--- config.mk ---
export PLATFORM = sky130hd
export DESIGN_NAME = bldc_gate_top
export DESIGN_NICKNAME = d
export VERILOG_FILES = /design/src/rtl/bldc_gate_pkg.sv /design/src/rtl/bldc_ctrl_reg.sv /design/src/rtl/bldc_hall_sync.sv /design/src/rtl/bldc_step_select.sv /design/src/rtl/bldc_gate_top.sv
export SDC_FILE = /design/constraint.sdc
export NUM_CORES = 1
export LEC_CHECK = 0
export BUFFER_PORTS_ARGS = -buffer_cell sky130_fd_sc_hd__buf_2
export CAP_MARGIN = 15
export CORE_MARGIN = 8
export CORE_UTILIZATION = 45
export CTS_BUF_LIST = sky130_fd_sc_hd__clkbuf_4
export DETAILED_ROUTE_END_ITERATION = 12
export GPL_ROUTABILITY_DRIVEN = 0
export PLACE_DENSITY = 0.83
export SETUP_SLACK_MARGIN = 0.02
export SYNTH_ARGS = -nofsm -noshare
export SYNTH_HDL_FRONTEND = slang
export SYNTH_SLANG_ARGS = --single-unit
--- constraint.sdc ---
create_clock -name clk -period 1.2 [get_ports clk]
set_input_delay 0.12 -clock clk [delete_from_list [all_inputs] [get_ports clk]]
set_output_delay 0.12 -clock clk [all_outputs]
set_load 0.01 [all_outputs]
--- src/rtl/bldc_gate_pkg.sv ---
package bldc_gate_pkg;

   localparam int unsigned CFG_W = 8;
   localparam int unsigned NPH   = 3;

   typedef struct packed {
      logic            rsvd;
      logic            gate_en;
      logic            lo_pwm;
      logic            hi_pwm;
      logic            sw_src;
      logic [NPH-1:0]  sw_pat;
   } gate_cfg_t;

   typedef struct packed {
      logic [NPH-1:0] hi;
      logic [NPH-1:0] lo;
   } gate_sel_t;

   // Six-step table, pattern is {W,V,U}, index 0 = U
   function automatic gate_sel_t step_lookup(input logic [NPH-1:0] pat);
      gate_sel_t s;
      case (pat)
         3'b001:  s = '{hi: 3'b001, lo: 3'b010};
         3'b011:  s = '{hi: 3'b001, lo: 3'b100};
         3'b010:  s = '{hi: 3'b010, lo: 3'b100};
         3'b110:  s = '{hi: 3'b010, lo: 3'b001};
         3'b100:  s = '{hi: 3'b100, lo: 3'b001};
         3'b101:  s = '{hi: 3'b100, lo: 3'b010};
         default: s = '{hi: 3'b000, lo: 3'b000};
      endcase
      return s;
   endfunction

endpackage

--- src/rtl/bldc_ctrl_reg.sv ---
module bldc_ctrl_reg
   import bldc_gate_pkg::*;
#(
   parameter int unsigned REG_W = CFG_W
)(
   input  logic             clk,
   input  logic             rst_n,
   input  logic             wr_en,
   input  logic [REG_W-1:0] wr_data,
   output gate_cfg_t        cfg_o
);

   localparam int unsigned STORE_W = REG_W - 1;

   generate
      if (REG_W != $bits(gate_cfg_t)) begin : g_bad_width
         $error("bldc_ctrl_reg: REG_W must match the control layout");
      end
   endgenerate

   logic [STORE_W-1:0] store_q;

   always_ff @(posedge clk or negedge rst_n) begin
      if (!rst_n)     store_q <= '0;
      else if (wr_en) store_q <= wr_data[STORE_W-1:0];
   end

   assign cfg_o = gate_cfg_t'({1'b1, store_q});


   wr_readback_chk: assert property (@(posedge clk) disable iff (!rst_n)
      wr_en |=> (cfg_o[STORE_W-1:0] == $past(wr_data[STORE_W-1:0])));

endmodule

--- src/rtl/bldc_hall_sync.sv ---
module bldc_hall_sync #(
   parameter int unsigned W      = 3,
   parameter int unsigned STAGES = 2
)(
   input  logic         clk,
   input  logic         rst_n,
   input  logic [W-1:0] async_i,
   output logic [W-1:0] sync_o
);

   generate
      if (STAGES < 2) begin : g_bad_stages
         $error("bldc_hall_sync: STAGES must be at least 2");
      end
   endgenerate

   logic [W-1:0] chain_q [STAGES];

   always_ff @(posedge clk or negedge rst_n) begin
      if (!rst_n) chain_q[0] <= '0;
      else        chain_q[0] <= async_i;
   end

   for (genvar k = 1; k < STAGES; k++) begin : g_stage
      always_ff @(posedge clk or negedge rst_n) begin
         if (!rst_n) chain_q[k] <= '0;
         else        chain_q[k] <= chain_q[k-1];
      end
   end

   assign sync_o = chain_q[STAGES-1];


   sync_shift_chk: assert property (@(posedge clk) disable iff (!rst_n)
      !$stable(sync_o) |-> (sync_o == $past(chain_q[STAGES-2])));

endmodule

--- src/rtl/bldc_step_select.sv ---
module bldc_step_select
   import bldc_gate_pkg::*;
#(
   parameter bit REG_DECODE = 1'b1
)(
   input  logic            clk,
   input  logic            rst_n,
   input  logic            sw_src,
   input  logic [NPH-1:0]  sw_pat,
   input  logic [NPH-1:0]  hall_pat,
   output gate_sel_t       sel_o
);

   logic [NPH-1:0] pat;
   gate_sel_t      sel_d;

   assign pat   = sw_src ? sw_pat : hall_pat;
   assign sel_d = step_lookup(pat);

   generate
      if (REG_DECODE) begin : g_reg
         gate_sel_t sel_q;
         always_ff @(posedge clk or negedge rst_n) begin
            if (!rst_n) sel_q <= '0;
            else        sel_q <= sel_d;
         end
         assign sel_o = sel_q;


         sel_hold_chk: assert property (@(posedge clk) disable iff (!rst_n)
            (pat == $past(pat)) |=> $stable(sel_o));
      end else begin : g_comb
         assign sel_o = sel_d;
      end
   endgenerate


   hi_onehot_chk: assert property (@(posedge clk) disable iff (!rst_n)
      $onehot0(sel_o.hi));

   lo_onehot_chk: assert property (@(posedge clk) disable iff (!rst_n)
      $onehot0(sel_o.lo));

   no_shoot_chk: assert property (@(posedge clk) disable iff (!rst_n)
      (sel_o.hi & sel_o.lo) == '0);

endmodule

--- src/rtl/bldc_gate_top.sv ---
module bldc_gate_top
   import bldc_gate_pkg::*;
#(
   parameter int unsigned PHASES       = 3,
   parameter int unsigned SYNC_STAGES  = 2,
   parameter bit          REG_DECODE   = 1'b1,
   parameter bit          ACTIVE_LEVEL = 1'b1
)(
   input  logic              clk,
   input  logic              rst_n,
   input  logic              wr_en,
   input  logic [CFG_W-1:0]  wr_data,
   output logic [CFG_W-1:0]  rd_data,
   input  logic              pwm_mode_ok,
   input  logic [PHASES-1:0] hall_in,
   input  logic [PHASES-1:0] pwm_hi_in,
   input  logic [PHASES-1:0] pwm_lo_in,
   output logic [PHASES-1:0] drv_hi_out,
   output logic [PHASES-1:0] drv_lo_out
);

   localparam logic IDLE_LEVEL = ~ACTIVE_LEVEL;

   generate
      if (PHASES != NPH) begin : g_bad_phases
         $error("bldc_gate_top: six-step commutation needs PHASES == 3");
      end
   endgenerate

   gate_cfg_t      cfg;
   gate_sel_t      sel;
   logic [NPH-1:0] hall_s;
   logic           gate_act;

   bldc_ctrl_reg #(.REG_W(CFG_W)) u_reg (
      .clk     (clk),
      .rst_n   (rst_n),
      .wr_en   (wr_en),
      .wr_data (wr_data),
      .cfg_o   (cfg)
   );

   bldc_hall_sync #(.W(NPH), .STAGES(SYNC_STAGES)) u_sync (
      .clk     (clk),
      .rst_n   (rst_n),
      .async_i (hall_in),
      .sync_o  (hall_s)
   );

   bldc_step_select #(.REG_DECODE(REG_DECODE)) u_step (
      .clk      (clk),
      .rst_n    (rst_n),
      .sw_src   (cfg.sw_src),
      .sw_pat   (cfg.sw_pat),
      .hall_pat (hall_s),
      .sel_o    (sel)
   );

   assign rd_data  = cfg;
   assign gate_act = cfg.gate_en & pwm_mode_ok;

   for (genvar i = 0; i < PHASES; i++) begin : g_phase
      always_comb begin
         if (!gate_act)        drv_hi_out[i] = pwm_hi_in[i];
         else if (!sel.hi[i])  drv_hi_out[i] = IDLE_LEVEL;
         else if (cfg.hi_pwm)  drv_hi_out[i] = pwm_hi_in[i];
         else                  drv_hi_out[i] = ACTIVE_LEVEL;

         if (!gate_act)        drv_lo_out[i] = pwm_lo_in[i];
         else if (!sel.lo[i])  drv_lo_out[i] = IDLE_LEVEL;
         else if (cfg.lo_pwm)  drv_lo_out[i] = pwm_lo_in[i];
         else                  drv_lo_out[i] = ACTIVE_LEVEL;
      end
   end


   out_hi_single_chk: assert property (@(posedge clk) disable iff (!rst_n)
      gate_act |-> $onehot0(drv_hi_out ^ {PHASES{IDLE_LEVEL}}));

   out_lo_single_chk: assert property (@(posedge clk) disable iff (!rst_n)
      gate_act |-> $onehot0(drv_lo_out ^ {PHASES{IDLE_LEVEL}}));

   rsvd_read_chk: assert property (@(posedge clk) disable iff (!rst_n)
      rd_data[CFG_W-1] == 1'b1);

endmodule

==> impl_metrics.json, run 1 <==
{
  "routedWlPerCell_um": 14.3,
  "slew_viol_final": 0,
  "holdPathStages": 2,
  "synth_xor_area_share_pct": 0,
  "die_area_um2": 3270,
  "ir_drop_mv": 0.888,
  "final_core_util_pct": 60.1,
  "setup_viol": 6,
  "critPathRequiredTime_ns": 1.08,
  "dr_total_vias": 540,
  "core.rowCount": 15,
  "drtPass1Iterations": 4,
  "syn_area_um2": 762,
  "syn_to_final_growth_pct": 30.2,
  "drive_above_1_share_pct": 51.1,
  "synth-seq-cells": 19,
  "finalHoldViolCount": 0,
  "status": "finished, violations left",
  "hold_start": "wr_data[5]",
  "yosys_warnings": 0,
  "insertion_delay_ns": 0.28,
  "wl_um": 1560,
  "wl_met1_um": 626,
  "path_buf_inv": 1,
  "worstPathArrival_ns": 1.24,
  "die_y_um": 57.2,
  "rrSetupSlack_ns": 0.20,
  "final_cell_mix": "32 x buf_2, 19 x dfrtp_1, 7 x mux2_2, 6 x o22a_1",
  "cts_buffers": 3,
  "period_minus_slack_ns": 1.36,
  "synth_top_family_by_area": "compound AO/OA/AOI/OAI gates",
  "synthMuxAreaShare_pct": 10.3,
  "die_x_um": 57.2,
  "max_stage_delay_ns": 0.42,
  "cts_max_level": 1,
  "top_layer": "met4",
  "r2r-start": "u_reg.store_q[3]",
  "ys_types": 16,
  "ios": 35,
  "via_per_inst": 4.95,
  "fin_ws_ns": -0.156,
  "fmax_mhz": 737,
  "grt_usage_pct": 9.95,
  "ys_top_cells_by_area": "dfrtp_1 62%, mux2_2 10%, o22a_1 6.9%",
  "clock-sinks": 19,
  "gr-total-overflow": 0,
  "route.met3.wl_um": 152,
  "violations": "negative setup slack",
  "port_buffers": 32,
  "wl_met2_um": 774,
  "start_util_pct": 46.1,
  "drtAntennaViolNets": 0,
  "cts_tree": "built",
  "core_um2": 1650,
  "critical_path_class": "reg2out",
  "grt_max_degree": 20,
  "synthCells": 54,
  "p_leak_nw": 0.502,
  "synth-compound-area-share_pct": 12.6,
  "timing.rr.end": "u_step.sel_o[4]",
  "antenna_found_initial": 0,
  "grt_pass1_vias": 601,
  "crit_path_start_kind": "flop",
  "clock-skew-final_ns": 0.00146,
  "yosysSeqAreaShare_pct": 62.4,
  "hp-class": "in2reg",
  "mostFrequentLayoutCell": "buf_2",
  "synth_fa_ha_area_share_pct": 0,
  "synth-simple-area-share_pct": 9.20,
  "synth_nets": 75,
  "yosysTopAreaCellShare_pct": 62.4,
  "power_w": 0.00130,
  "reg2regPathDepth": 2,
  "cp_max_fo": 5,
  "grt_pass1_wl_um": 2600,
  "period_share_pct": 113,
  "holdPathEnd": "u_reg.store_q[5]",
  "rsz0062_at_grt": "yes",
  "insertedDiodeCount": 0,
  "drc": 0,
  "crit_family": "flip-flops",
  "critPathSlowestCell": "dfrtp_1",
  "postSynthAreaPerCell_um2": 14.1,
  "yosysTopAreaCell": "dfrtp_1",
  "cap_violations": 0,
  "power.density_nw_per_um2": 1310,
  "drt_iter0_markers": 5,
  "post-dp-hpwl_um": 1140,
  "cp-end-kind": "output pin",
  "nets": 114,
  "path_cells": "and3b_2 -> o22a_1 -> buf_2",
  "cts_max_path_buffers": 2,
  "clkTransAtPathRegs_ns": 0.09,
  "cts_root_buffer": "clkbuf_4"
}
report_power, final:
part           internal, W  switching, W  leakage (nW)
combinational     0.000132      0.000103         0.254
sequential        0.000695     0.0000440         0.230
clock             0.000152      0.000171        0.0184
total             0.000979      0.000318         0.502
worst max path at each step:
stage | startpoint | slack (ns) | cells after the start | to
final | u_reg.store_q[6] | -0.16 | 3 | drv_hi_out[0]
after global routing | u_reg.store_q[5] | -0.23 | 3 | drv_lo_out[2]
after CTS | u_reg.store_q[6] | -0.14 | 3 | drv_lo_out[0]
after detailed placement | u_reg.store_q[6] | 0.18 | 3 | drv_lo_out[0]
after global placement | u_reg.store_q[6] | 0.19 | 3 | drv_lo_out[0]
after floorplan | u_reg.store_q[4] | 0.25 | 2 | drv_hi_out[0]
routing by layer:
layer	vias to the layer above	GRT usage (%)
met5	-	0
li1	268	-
met2	26	16.6
met1	244	8.81
met4	0	6.04
met3	2	6.21
final cells by class:
class	count	area, µm²
fillers	134	659
flip-flops and latches	19	475
multi-input cells	31	250
repair buffers	38	215
clock buffers	4	30.0
well taps	17	21.3
cell families after synthesis:
group,Yosys count
buffers and inverters,4
muxes,7
AOI/OAI and AO/OA,12
and+or+nand+nor,11
other,1
DFF,19
stage by stage:
stage	hold WS [ns]	setup TNS, ns	setup slack, ns	instances	cell area (µm²)
3_5_place_dp	0.0639	0	0.179	99	906
4_1_cts	0.0555	-0.773	-0.139	109	991
2_1_floorplan	-0.176	0	0.251	54	762
3_3_place_gp	0.0554	0	0.186	99	906
6_report	0.0592	-0.815	-0.156	109	992
5_1_grt	0.0322	-1.34	-0.233	109	992
timing repair:
action,CTS,global route
endpoints found under the setup margin,6,6
buffers inserted,2,0
resized for setup,0,1
endpoints found under the hold margin,22,0
hold buffers,4,0
pin swaps,2,0
state kept, by name, indices dropped and copies added (netlist names):
| register | cells |
|---|---|
| u_sync.chain_q | 3 |
| u_sync.sync_o | 3 |
| u_reg.store_q | 7 |
| u_step.sel_o | 6 |
synthesized netlist by cell type:
cell and number:
nor2_1 2, conb_1 1, a22o_1 2, nand2_1 3, o22a_1 6, o21ai_1 1, buf_4 2, nor2b_4 1
o2bb2ai_1 1, and3b_1 2, mux2_2 7, buf_6 2, dfrtp_1 19, o22ai_1 2, nand3b_1 1, nand2b_1 2
Note: power is estimated with default switching activity, not from simulation.
==> run 2: changes to the inputs <==
==> constraint.sdc (replaced) <==
create_clock -name clk -period 1.2 [get_ports clk]
set_input_delay 0.24 -clock clk [delete_from_list [all_inputs] [get_ports clk]]
set_output_delay 0.24 -clock clk [all_outputs]
set_load 0.01 [all_outputs]
==> run 2 against run 1 <==
Effect of this change:
- the flow still finishes with violations (negative setup slack)
- combinational power up 8.9%
- core utilization is 0.23 points higher
- maximum frequency is 7.2% lower
- via count up 1.1%
- die area stayed put
- critical path type unchanged
==> impl_metrics.json, run 2 (same netlist as run 1, synthesis figures left out) <==
{
  "die_x_um": 57.2,
  "core_um2": 1650,
  "final_cell_mix": "31 x buf_2, 17 x dfrtp_1, 7 x mux2_2, 6 x o22a_1",
  "start_util_pct": 46.1,
  "place_inst": 99,
  "slew_viol_final": 0,
  "syn_to_final_growth_pct": 30.7,
  "core.rowCount": 15,
  "fin_ws_ns": -0.261,
  "die_area_um2": 3270,
  "finalHoldViolCount": 0,
  "rsz0062_at_grt": "yes",
  "rrSetupSlack_ns": 0.14,
  "place_ws_ns": 0.0589,
  "hold_start": "hall_in[0]",
  "holdPathEnd": "u_sync.chain_q[3]",
  "gr-total-overflow": 0,
  "cts_buffers": 3,
  "wl_um": 1550,
  "insertedDiodeCount": 0,
  "p_leak_nw": 0.506,
  "critPathSlowestCell": "dfrtp_1",
  "cts_tree": "built",
  "clock-sinks": 19,
  "cp_max_fo": 5,
  "timing.rr.end": "u_step.sel_o[4]",
  "regMostFlops": "u_reg.store_q",
  "post-dp-hpwl_um": 1140,
  "fmax_mhz": 684,
  "max_stage_delay_ns": 0.42,
  "setup_viol": 6,
  "power_w": 0.00132,
  "r2r-start": "u_reg.store_q[3]",
  "period_share_pct": 122,
  "routedWlPerCell_um": 14.3,
  "grt_usage_pct": 9.73,
  "critPathRequiredTime_ns": 0.96,
  "crit_path_start_kind": "flop",
  "hp-class": "in2reg",
  "violations": "negative setup slack",
  "port_buffers": 32,
  "ios": 35,
  "ir_drop_mv": 0.884,
  "holdPathStages": 1,
  "fill_cells": 133,
  "clock-skew-final_ns": 0.000612,
  "worstPathArrival_ns": 1.22,
  "die_y_um": 57.2,
  "path_cells": "and3b_1 -> o22a_1 -> buf_2",
  "cp-end-kind": "output pin",
  "reg2regPathDepth": 3,
  "power.density_nw_per_um2": 1320,
  "period_minus_slack_ns": 1.46,
  "drt_iter0_markers": 4,
  "cts_max_level": 1,
  "final_core_util_pct": 60.3,
  "cts_root_buffer": "clkbuf_4",
  "grt_max_degree": 20,
  "nets": 114,
  "dr_total_vias": 546,
  "clkTransAtPathRegs_ns": 0.09,
  "drtAntennaViolNets": 0,
  "setup_tns_ns": -1.50,
  "drtPass1Iterations": 4,
  "critical_path_class": "reg2out",
  "drive_above_1_share_pct": 55.4,
  "grt_pass1_wl_um": 2550,
  "largest_reg_flops": 7,
  "grt_pass1_vias": 583,
  "cts_max_path_buffers": 2,
  "drc": 0,
  "insertion_delay_ns": 0.28,
  "cap_violations": 0,
  "mostFrequentLayoutCell": "buf_2",
  "status": "finished, violations left",
  "via_per_inst": 5.01,
  "fin_cells": 109,
  "antenna_found_initial": 0
}
==> run 2: cell count changes in the layout (fill, tap and decap cells not counted) <==
cell	before	now
and3b_1	1	2
and3b_2	1	0
buf_2	32	31
buf_4	2	4
buf_6	0	2
dfrtp_1	19	17
dfrtp_2	0	2
dlygate4sd3_1	4	1
==> run 2: area by class of cell <==
type                            instances  area, µm²  share of cell area, %
Multi-Input combinational cell         31        249                   25.0
Timing Repair Buffer                   38        218                   21.9
Sequential cell                        19        478                   48.0
Clock buffer                            4       30.0                   3.02
Tap cell                               17       21.3                   2.14
==> run 2: through the flow <==
step | instance area [µm²] | hold WS [ns]
global placement | 906 | 0.175
CTS | 962 | 0.0479
finish | 996 | 0.0518
global route | 996 | 0.0228
floorplan | 762 | -0.0556
detailed placement | 906 | 0.184
==> run 2: how the worst max path moves through the flow <==
stage,start,endpoint,cells past startpoint
CTS,u_reg.store_q[6],drv_lo_out[0],3
detailed placement,u_reg.store_q[6],drv_lo_out[0],3
global placement,u_reg.store_q[6],drv_lo_out[0],3
finish,u_reg.store_q[6],drv_hi_out[0],3
global route,u_reg.store_q[6],drv_lo_out[2],3
floorplan,u_reg.store_q[4],drv_hi_out[0],2
==> run 2: worst max-delay path: cells and delay by family (launching register included) <==
family	cells	cell delay, ns
simple gates	1	0.20
flops	1	0.42
compound gates	1	0.18
buf+inv	1	0.14
==> run 2: repair_timing <==
| item | in CTS | in global routing |
|---|---|---|
| setup buffers | 2 | 4 |
| setup endpoints to repair | 7 | 10 |
| resized for setup | 1 | 3 |
| pin swaps | 2 | 0 |
| hold buffers | 1 | 0 |
| hold endpoints to repair | 19 | 0 |
==> run 2: per-layer routing <==
layer	routed length [µm]	share of wire, %	GRT usage, %
met3	167	11	6.43
met5	0	0	0
met1	592	38	8.68
met4	8	0.51	6.04
met2	784	50	15.8
==> run 2: where the power goes <==
group | internal [W] | leakage (nW) | total [W] | switching, W
clock | 0.000152 | 0.0184 | 0.000325 | 0.000173
combinational | 0.000144 | 0.260 | 0.000256 | 0.000112
sequential | 0.000697 | 0.227 | 0.000735 | 0.0000378
